==> src/rtl/sdh_cmd_pkg.sv <==
package sdh_cmd_pkg;
  localparam int REG_AW = 8;
  localparam int REG_DW = 32;

  localparam logic [REG_AW-1:0] OFF_CMD  = 8'h00;
  localparam logic [REG_AW-1:0] OFF_ARG  = 8'h04;
  localparam logic [REG_AW-1:0] OFF_RSP0 = 8'h10;
  localparam logic [REG_AW-1:0] OFF_STAT = 8'h20;
  localparam logic [REG_AW-1:0] OFF_DBG  = 8'h34;
  localparam logic [REG_AW-1:0] OFF_CFG  = 8'h38;

  localparam int CMD_W     = 16;
  localparam int CB_START  = 15;
  localparam int CB_FAIL   = 14;
  localparam int CB_BUSY   = 11;
  localparam int CB_NORSP  = 10;
  localparam int CB_LONG   = 9;

  localparam int STAT_W    = 11;
  localparam int SB_TMO    = 6;
  localparam int SB_BUSY   = 10;
  localparam int SB_IRQ_LO = 8;
  localparam int SB_IRQ_HI = 10;

  localparam int CFG_BUSYEN = 10;

  localparam logic [REG_DW-1:0] DBG_RESET = 32'h0000_C60F;
endpackage

==> src/rtl/sdh_rsp_pack.sv <==
module sdh_rsp_pack #(
  parameter int RSP_BYTES = 16,
  parameter int LEN_W     = 5,
  localparam int NW       = RSP_BYTES / 4
) (
  input  logic [8*RSP_BYTES-1:0] bytes_i,
  input  logic [LEN_W-1:0]       len_i,
  input  logic                   err_i,
  input  logic                   long_i,
  input  logic                   no_rsp_i,
  output logic [32*NW-1:0]       words_o,
  output logic                   fail_o,
  output logic                   store_o
);
  logic is_short, is_full;
  assign is_short = (len_i == LEN_W'(4));
  assign is_full  = (len_i == LEN_W'(RSP_BYTES));

  for (genvar w = 0; w < NW; w++) begin : g_word
    localparam int LB = (NW - 1 - w) * 4;
    logic [31:0] long_w, short_w;
    assign long_w = {bytes_i[8*LB +: 8], bytes_i[8*(LB+1) +: 8],
                     bytes_i[8*(LB+2) +: 8], bytes_i[8*(LB+3) +: 8]};
    if (w == 0) begin : g_first
      assign short_w = {bytes_i[7:0], bytes_i[15:8], bytes_i[23:16], bytes_i[31:24]};
    end else begin : g_rest
      assign short_w = '0;
    end
    assign words_o[32*w +: 32] = is_full ? long_w : short_w;
  end

  assign fail_o  = err_i | (!no_rsp_i & ((len_i == '0) | (is_short & long_i) |
                                         (!is_short & !is_full)));
  assign store_o = !fail_o & !no_rsp_i;
endmodule

==> src/rtl/sdh_status_reg.sv <==
module sdh_status_reg
  import sdh_cmd_pkg::*;
#(
  parameter int SW = STAT_W
) (
  input  logic          clk,
  input  logic          rst,
  input  logic [SW-1:0] set_i,
  input  logic          clr_wr_i,
  input  logic [SW-1:0] clr_i,
  output logic [SW-1:0] status_o,
  output logic          irq_o
);
  logic [SW-1:0] nxt;
  assign nxt = (status_o & ~(clr_wr_i ? clr_i : '0)) | set_i;

  always_ff @(posedge clk) begin
    if (rst) begin
      status_o <= '0;
      irq_o    <= 1'b0;
    end else begin
      status_o <= nxt;
      irq_o    <= |nxt[SB_IRQ_HI:SB_IRQ_LO];
    end
  end
endmodule

==> src/rtl/sdh_cmd_unit.sv <==
module sdh_cmd_unit
  import sdh_cmd_pkg::*;
#(
  parameter int IDX_W     = 6,
  parameter int LEN_W     = 5,
  parameter int RSP_BYTES = 16,
  localparam int NW       = RSP_BYTES / 4
) (
  input  logic                   clk,
  input  logic                   rst,
  input  logic                   reg_wr,
  input  logic                   reg_rd,
  input  logic [REG_AW-1:0]      reg_addr,
  input  logic [REG_DW-1:0]      reg_wdata,
  output logic [REG_DW-1:0]      reg_rdata,
  output logic                   irq,
  output logic                   card_req,
  output logic [IDX_W-1:0]       card_idx,
  output logic [REG_DW-1:0]      card_arg,
  input  logic                   card_rsp_valid,
  input  logic                   card_rsp_err,
  input  logic [LEN_W-1:0]       card_rsp_len,
  input  logic [8*RSP_BYTES-1:0] card_rsp_data
);
  logic [CMD_W-1:0]  cmd_q;
  logic [REG_DW-1:0] arg_q, cfg_q, dbg_q;
  logic [32*NW-1:0]  rsp_q, words;
  logic              pend_q, fail, store;
  logic [STAT_W-1:0] status, set_vec;
  logic              wr_cmd, done;
  logic [REG_DW-1:0] rd_mux;

  assign wr_cmd = reg_wr && (reg_addr == OFF_CMD) && !pend_q;
  assign done   = card_rsp_valid && pend_q;

  sdh_rsp_pack #(.RSP_BYTES(RSP_BYTES), .LEN_W(LEN_W)) u_pack (
    .bytes_i(card_rsp_data), .len_i(card_rsp_len), .err_i(card_rsp_err),
    .long_i(cmd_q[CB_LONG]), .no_rsp_i(cmd_q[CB_NORSP]),
    .words_o(words), .fail_o(fail), .store_o(store)
  );

  always_comb begin
    set_vec = '0;
    set_vec[SB_TMO]  = done && fail;
    set_vec[SB_BUSY] = done && !fail && cmd_q[CB_BUSY] && cfg_q[CFG_BUSYEN];
  end

  sdh_status_reg #(.SW(STAT_W)) u_stat (
    .clk(clk), .rst(rst), .set_i(set_vec),
    .clr_wr_i(reg_wr && (reg_addr == OFF_STAT)),
    .clr_i(reg_wdata[STAT_W-1:0]),
    .status_o(status), .irq_o(irq)
  );

  always_ff @(posedge clk) begin
    if (rst) begin
      cmd_q    <= '0;
      arg_q    <= '0;
      cfg_q    <= '0;
      dbg_q    <= DBG_RESET;
      rsp_q    <= '0;
      pend_q   <= 1'b0;
      card_req <= 1'b0;
      card_idx <= '0;
      card_arg <= '0;
    end else begin
      card_req <= 1'b0;
      if (wr_cmd) begin
        cmd_q <= {1'b0, reg_wdata[CMD_W-2:0]};
        if (reg_wdata[CB_START]) begin
          pend_q   <= 1'b1;
          card_req <= 1'b1;
          card_idx <= reg_wdata[IDX_W-1:0];
          card_arg <= arg_q;
        end
      end
      if (done) begin
        pend_q <= 1'b0;
        if (fail)  cmd_q[CB_FAIL] <= 1'b1;
        if (store) rsp_q <= words;
      end
      if (reg_wr) begin
        if (reg_addr == OFF_ARG) arg_q <= reg_wdata;
        if (reg_addr == OFF_CFG) cfg_q <= reg_wdata;
        if (reg_addr == OFF_DBG)
          dbg_q <= (reg_wdata[3:0] == 4'hF) ? {reg_wdata[REG_DW-1:4], 4'h0} : reg_wdata;
      end
    end
  end

  always_comb begin
    rd_mux = '0;
    unique case (reg_addr)
      OFF_CMD:  rd_mux = REG_DW'(cmd_q);
      OFF_ARG:  rd_mux = arg_q;
      OFF_STAT: rd_mux = REG_DW'(status);
      OFF_DBG:  rd_mux = dbg_q;
      OFF_CFG:  rd_mux = cfg_q;
      default:  rd_mux = '0;
    endcase
    for (int k = 0; k < NW; k++)
      if (reg_addr == OFF_RSP0 + REG_AW'(4*k)) rd_mux = rsp_q[32*k +: 32];
  end

  always_ff @(posedge clk) begin
    if (rst) reg_rdata <= '0;
    else     reg_rdata <= reg_rd ? rd_mux : '0;
  end
endmodule

==> config.mk <==
export PLATFORM = sky130hd
export DESIGN_NAME = sdh_cmd_unit
export DESIGN_NICKNAME = d
export VERILOG_FILES = /design/src/rtl/sdh_cmd_pkg.sv /design/src/rtl/sdh_rsp_pack.sv /design/src/rtl/sdh_status_reg.sv /design/src/rtl/sdh_cmd_unit.sv
export SDC_FILE = /design/constraint.sdc
export NUM_CORES = 1
export LEC_CHECK = 0
export ABC_AREA = 1
export BUFFER_PORTS_ARGS = -buffer_cell sky130_fd_sc_hd__buf_2
export CAP_MARGIN = 20
export CORE_MARGIN = 1
export CORE_UTILIZATION = 45
export CTS_BUF_LIST = sky130_fd_sc_hd__clkbuf_4
export DETAILED_ROUTE_END_ITERATION = 7
export MAX_ROUTING_LAYER = met4
export PLACE_DENSITY = 0.66
export SYNTH_ARGS = -nofsm -noshare
export SYNTH_HDL_FRONTEND = slang
export SYNTH_HIERARCHICAL = 1
export SYNTH_SLANG_ARGS = --single-unit
==> constraint.sdc <==
create_clock -name clk -period 4.15 [get_ports clk]
set_clock_uncertainty 0.1 [all_clocks]
set_input_delay 0.2075 -clock clk [delete_from_list [all_inputs] [get_ports clk]]
set_output_delay 0.2075 -clock clk [all_outputs]
set_load 0.02 [all_outputs]
* Word-level counts from Yosys, hierarchy flattened *
Cells that the tools add are included.

word-level totals
  register bits after elaboration = 323
  input bits = 179
  output and inout bits = 72
  logic and storage cells = 75

cells by class
  eq/ne operators = 11
  mux-type cells = 15
  bitwise gates (word level) = 12
  reduce and logical (&&, ||, !) cells = 24

operators by type and width
  cell                number
  $mux 32             8
  $pmux 32 s5         1
  $eq 8x5->1 const B  4
  $eq 8x6->1 const B  3
  $mux 15             1
  $and 11x11->11      1
  $mux 11             1
  $not 11->11         1
  $or 11x11->11       1
  $reduce_and 2->1    5
  $eq 8x3->1 const B  1
  $logic_and 1x1->1   8
  $logic_not 8->1     1
  $reduce_or 2->1     3
  $eq 5x3->1 const B  1
  $eq 5x5->1 const B  1
  $logic_not 1->1     5
  $logic_not 5->1     1
  $and 1x1->1         4
  $eq 4x4->1 const B  1
  $mux 4              1
  $mux 1              3
  $or 1x1->1          3
  $reduce_or 3->1     1
  $not 1->1           2

* Logic depth before layout (Yosys ltp) *
  depth after elaboration = 12
  gate-level depth with buffers = 12
  mapped depth without buffers = 11

* Hierarchy *
Netlist, hierarchy kept.

modules (own cells, without submodules)
  module          instances  cells an instance  area each (um^2)  sequential area each (um^2)
  sdh_cmd_unit    1          1,708              12,689.7          6,226.0
  sdh_rsp_pack    1          289                1,207.4           0.0
  sdh_status_reg  1          58                 445.4             240.2

* Worst setup path after synthesis *
Ideal clock, no wire load.

  path type = input port to flip-flop
  start point = input card_rsp_len[3]
  end point = register rsp_q[118]
  library setup time = 0.070 ns
  data arrival time = 1.968 ns
  data required time = 3.980 ns
  path slack = 2.012 ns
  stages on the path = 11
  path buffers = 4
  path through = nor2_1 > nand3_2 > buf_6 > nand3_1 > nand2_1 > nor2_1 > clkbuf_1 > clkbuf_1 > clkbuf_1 > nand3_1 > a21oi_1

between the ends
  longest elaborated chain between the ends = 9
  elaborated cells between the ends (all ways) = 15
  classes of those cells = eq/ne: 2; mux: 1; bitwise: 7; reduce/logical: 5

ends and longest elaborated chain
  element                                         line                                    source
  start, declared                                 sdh_cmd_unit.sv:22                      input logic [LEN_W-1:0] card_rsp_len,
  $eq 5x3->1 or $eq 5x5->1 (tied branches)        sdh_rsp_pack.sv:16, sdh_rsp_pack.sv:17
  $and 1x1->1 or $logic_not 1->1 (tied branches)  sdh_rsp_pack.sv:32, sdh_rsp_pack.sv:33
  $or 1x1->1 or $and 1x1->1 (tied branches)       sdh_rsp_pack.sv:32, sdh_rsp_pack.sv:33
  $or 1x1->1 *                                    sdh_rsp_pack.sv:32                      assign fail_o = err_i | (!no_rsp_i & ((len_i == '0) | (is_short & long_i) |
  $and 1x1->1 *                                   sdh_rsp_pack.sv:32
  $or 1x1->1 *                                    sdh_rsp_pack.sv:32
  via fail                                        sdh_cmd_unit.sv:28                      logic pend_q, fail, store;
  $logic_not 1->1 *                               sdh_rsp_pack.sv:34                      assign store_o = !fail_o & !no_rsp_i;
  $and 1x1->1 *                                   sdh_rsp_pack.sv:34
  via store                                       sdh_cmd_unit.sv:28
  $reduce_and 2->1 (no source line) *             n/a
  end signal, assigned                            sdh_cmd_unit.sv:80                      if (store) rsp_q <= words;
  end, declared                                   sdh_cmd_unit.sv:27                      logic [32*NW-1:0] rsp_q, words;

Mark *: on every way through the listed nets, which the timed path passes. The rest lies on a longest branch.
A chain may end at the register's enable or synchronous reset.

* Worst setup path in the final report *
  start point = input reg_addr[0]
  end point = register arg_q[17]

between the ends
  longest elaborated chain between the ends = 2

ends and longest elaborated chain
  element                            line                source
  start, declared                    sdh_cmd_unit.sv:13  input logic [REG_AW-1:0] reg_addr,
  $eq 8x3->1                         sdh_cmd_unit.sv:83  if (reg_addr == OFF_ARG) arg_q <= reg_wdata;
  $reduce_and 2->1 (no source line)  n/a
  end signal, assigned               sdh_cmd_unit.sv:83
  end, declared                      sdh_cmd_unit.sv:26  logic [REG_DW-1:0] arg_q, cfg_q, dbg_q;

Every way passes these cells.

==> summary.md <==
| Metric | Value |
|---|---|
| Initial drt markers | 1293 |
| Number of synthesis warnings | 6 |
| Setup TNS Final | 0 ns |
| Routed Antenna Nets | 0 |
| Synth unique cells | 30 |
| Synthesis-stage register bit count | 323 |
| CP Buf/Inv Count | 5 |
| DR pass1 iterations | 5 |
| Area growth syn-to-layout | 29.2% |
| Vias per cell | 5.23 |
| Minimum clock period | 2.62 ns |
| DP HPWL | 29.1 mm |
| Comb power frac | 7.3% |
| FF-to-FF setup slack | 1.60 ns |
| Internal power | 0.00484 W |
| DRC | 0 |
| Die span in y | 181 um |
| Fin crit share | 63.1% |
| Post-synth top area cell | dfxtp_1 |
| Share of layout cells above drive strength 1 | 17.2% |
| Max stage delay on crit path | 0.55 ns |
| Max frequency | 0.382 GHz |
| CTS buffer count | 86 |
| Die X | 181 um |
| Core area | 31500 um2 |
| Total power | 0.00646 W |
| Worst Hold Launch | reg_addr[6] |
| Number of synthesized flops with an enable pin | 0 |
| Vias post-DR | 15200 |
| PnR worst setup slack | 1.53 ns |
| Syn_area_per_cell | 6.98 um2 |
| Post-synth top area share | 45.1% |
| Max-slew violation count | 0 |
| CP required | 4.58 ns |
| Most instantiated cells after synthesis | 323 x dfxtp_1, 315 x nand2_1, 307 x a21oi_1 |
| Worst r2r dst | rsp_q[120] |
| Total track usage | 29.5% |
| Io pins | 251 |
| Main flop type after synthesis | dfxtp_1 |
| Vias in the first global route | 14500 |
| Hold depth | 6 |
| Power share of the clock group | 44.4% |
| Count leader, synth | dfxtp_1 |
| Pwr/cell area | 348 nW/um2 |
| Pre-CTS setup slack | 1.31 ns |
| Rel. slew slack | 30.7% |
| Sw Pwr | 0.00162 W |
| Placed Cells incl. Taps | 2582 |
| Worst hold path class | in -> reg |
| Status | complete, no violations |
| First-pass GRT wire length | 75.4 mm |
| Nets | 2623 |
| Final GP Congestion | 0.877 |
| Least-Margin Pin Slew | 1.04 ns |
| Mapped Cells | 2055 |
| Leakage | 8.20 nW |
| Crit path cell chain | dlygate4sd3_1, buf_2, inv_1, nand2_1, nor2_4, nand2_2, nor2_4, buf_4, inv_2, o21ai_0, a21oi_1 |
| CTS sink count | 323 |
| Asr flop ratio synth | 0% |
| Die area | 32600 um2 |
| CTS max path bufs | 3 |
| Filler cell count | 2950 |
| Crit-path leading delay family | buffers and inverters |
| CP startpoint kind | input pin |
| Design area | 18500 um2 |
| Synth Cell Area | 14300 um2 |
| Final cell count without fillers | 2910 |
| Initial antenna violation count | 1 |
| Worst-path clk slew | 0.07 ns |
| H-tree levels | 3 |
| Hold Vio Cnt, Final | 0 |
| Slowest CP cell | dlygate4sd3_1 |
| Site Rows | 65 |
| Gates resized, CTS repair | 0 |
| Placement Cell Area | 15600 um2 |
| Reg2Reg Launch Point | pend_q |
| Part of the power in registers | 48.2% |
| RSZ-0062 raised after global routing | false |
| GRT Residual Overflow | 0 |
| Worst Path Max Fanout | 37 |
| Max Cap Viol | 0 |
| Peak supply drop | 0.000218 V |
| Reg2Reg Depth | 6 |
| Sequential fraction of the synthesis area | 45.1% |
| Hold endpoint | card_req |
| TritonCTS clock tree | yes |
| Area contributors post-synth | dfxtp_1 45%, a21oi_1 11%, nand2_1 8.2% |
| Worst setup EP type | register |
| Final wirelength | 47.5 mm |
| Sw Share | 25.0% |
| IO buf count | 250 |
| Clk_lat worst skew | 0.72 ns |
| Final setup vio count | 0 |
| Arrival time worst endpoint | 3.05 ns |
| Most used cell along the critical path | nor2_4 |
| Root buffer cell | clkbuf_4 |
| Largest net degree at the start of global routing | 134 |
| DR WL/cell | 16.3 um |
| Initial core utilization | 45.6% |
| CP Class | in -> reg |
## sequential cells by signal, summed over array words and instances (netlist names)
| signal | count |
|---|---|
| rsp_q | 128 |
| arg_q | 32 |
| card_arg | 32 |
| cfg_q | 32 |
| dbg_q | 32 |
| reg_rdata | 32 |
| cmd_q | 15 |
| u_stat/status_o | 11 |
| card_idx | 6 |
| card_req | 1 |
| pend_q | 1 |
| u_stat/irq_o | 1 |
## worst max-delay path by stage
stage / end / from / slack [ns] / depth (start not counted)
after global routing: card_idx[2] / reg_addr[0] / 1.38 / 10
after CTS: card_idx[2] / reg_addr[1] / 1.62 / 10
after floorplan: rsp_q[118] / card_rsp_len[3] / 2.01 / 11
after global placement: arg_q[24] / reg_addr[3] / 1.32 / 10
final: arg_q[17] / reg_addr[0] / 1.53 / 11
after detailed placement: arg_q[14] / reg_addr[3] / 1.31 / 10
## cells in the final DEF (no fill, tap or decap), drive strengths merged, types with 18 or more instances in the layout
cell	netlist	final
nand2	319	319
o2111ai	31	31
clkbuf	116	119
o22ai	18	18
inv	279	280
a21oi	307	307
dfxtp	323	323
buf	40	274
nor2	213	213
dlygate4sd3	0	175
o21ai	177	177
nand4	33	33
clkinv	2	28
nand3	183	183
## final cells by class
type | count | area, um2 | share of cell area, %
flip-flops and latches | 323 | 6470 | 34.9
multi-input cells | 1303 | 6170 | 33.3
repair buffers | 449 | 3230 | 17.4
inverters | 281 | 1060 | 5.71
clock buffers | 119 | 893 | 4.82
well taps | 402 | 503 | 2.71
clock inverters | 32 | 210 | 1.13
diodes | 1 | 2.50 | 0.0135
## per-layer routing
layer | wire length, um | up-vias | global-route usage (%)
met2 | 20800 | 680 | 43.6
met1 | 21200 | 6933 | 39.2
met5 | 0 | - | -
li1 | - | 7501 | -
met3 | 4100 | 95 | 6.14
met4 | 1450 | 0 | 12.0
## power groups by stage
stage	clock, W	sequential (W)	combinational [W]
after CTS	0.00293	0.00311	0.000457
after floorplan	0	0.00319	0.000167
after global placement	0	0.00318	0.000331
after detailed placement	0	0.00318	0.000332
final	0.00287	0.00311	0.000472
after global routing	0.00308	0.00311	0.000511
## cells by family (layout without fill, tap and decap cells)
logic type             after synthesis  count (layout)  synth area share (%)
AOI/OAI and AO/OA                  542             542                  20.0
DFF                                323             323                  45.1
other                                1              10                0.0261
buffers and inverters              437             881                  12.4
and+or+nand+nor                    752             752                  22.4
## through the flow
step / utilization, % / hold slack, ns
after global routing: 58.9 / 0.0580
after detailed placement: 49.7 / 0.339
after floorplan: - / 0.220
final: 58.9 / 0.0449
after global placement: 49.7 / 0.332
after CTS: 58.8 / 0.00863
## repair_timing
item | 4_1_cts | 5_1_grt
hold buffers | 175 | 0
endpoints found under the hold margin | 269 | 0
setup buffers | 0 | 0
## worst reg2reg max path: cells and delay by family, from the launching register on
family	cells	cell delay, ns
buffers and inverters	2	0.95
AND/OR/NAND/NOR	3	0.87
flip-flops	1	0.39
AO/OA/AOI/OAI	1	0.07
No activity file was read; power rests on OpenSTA's default activity.
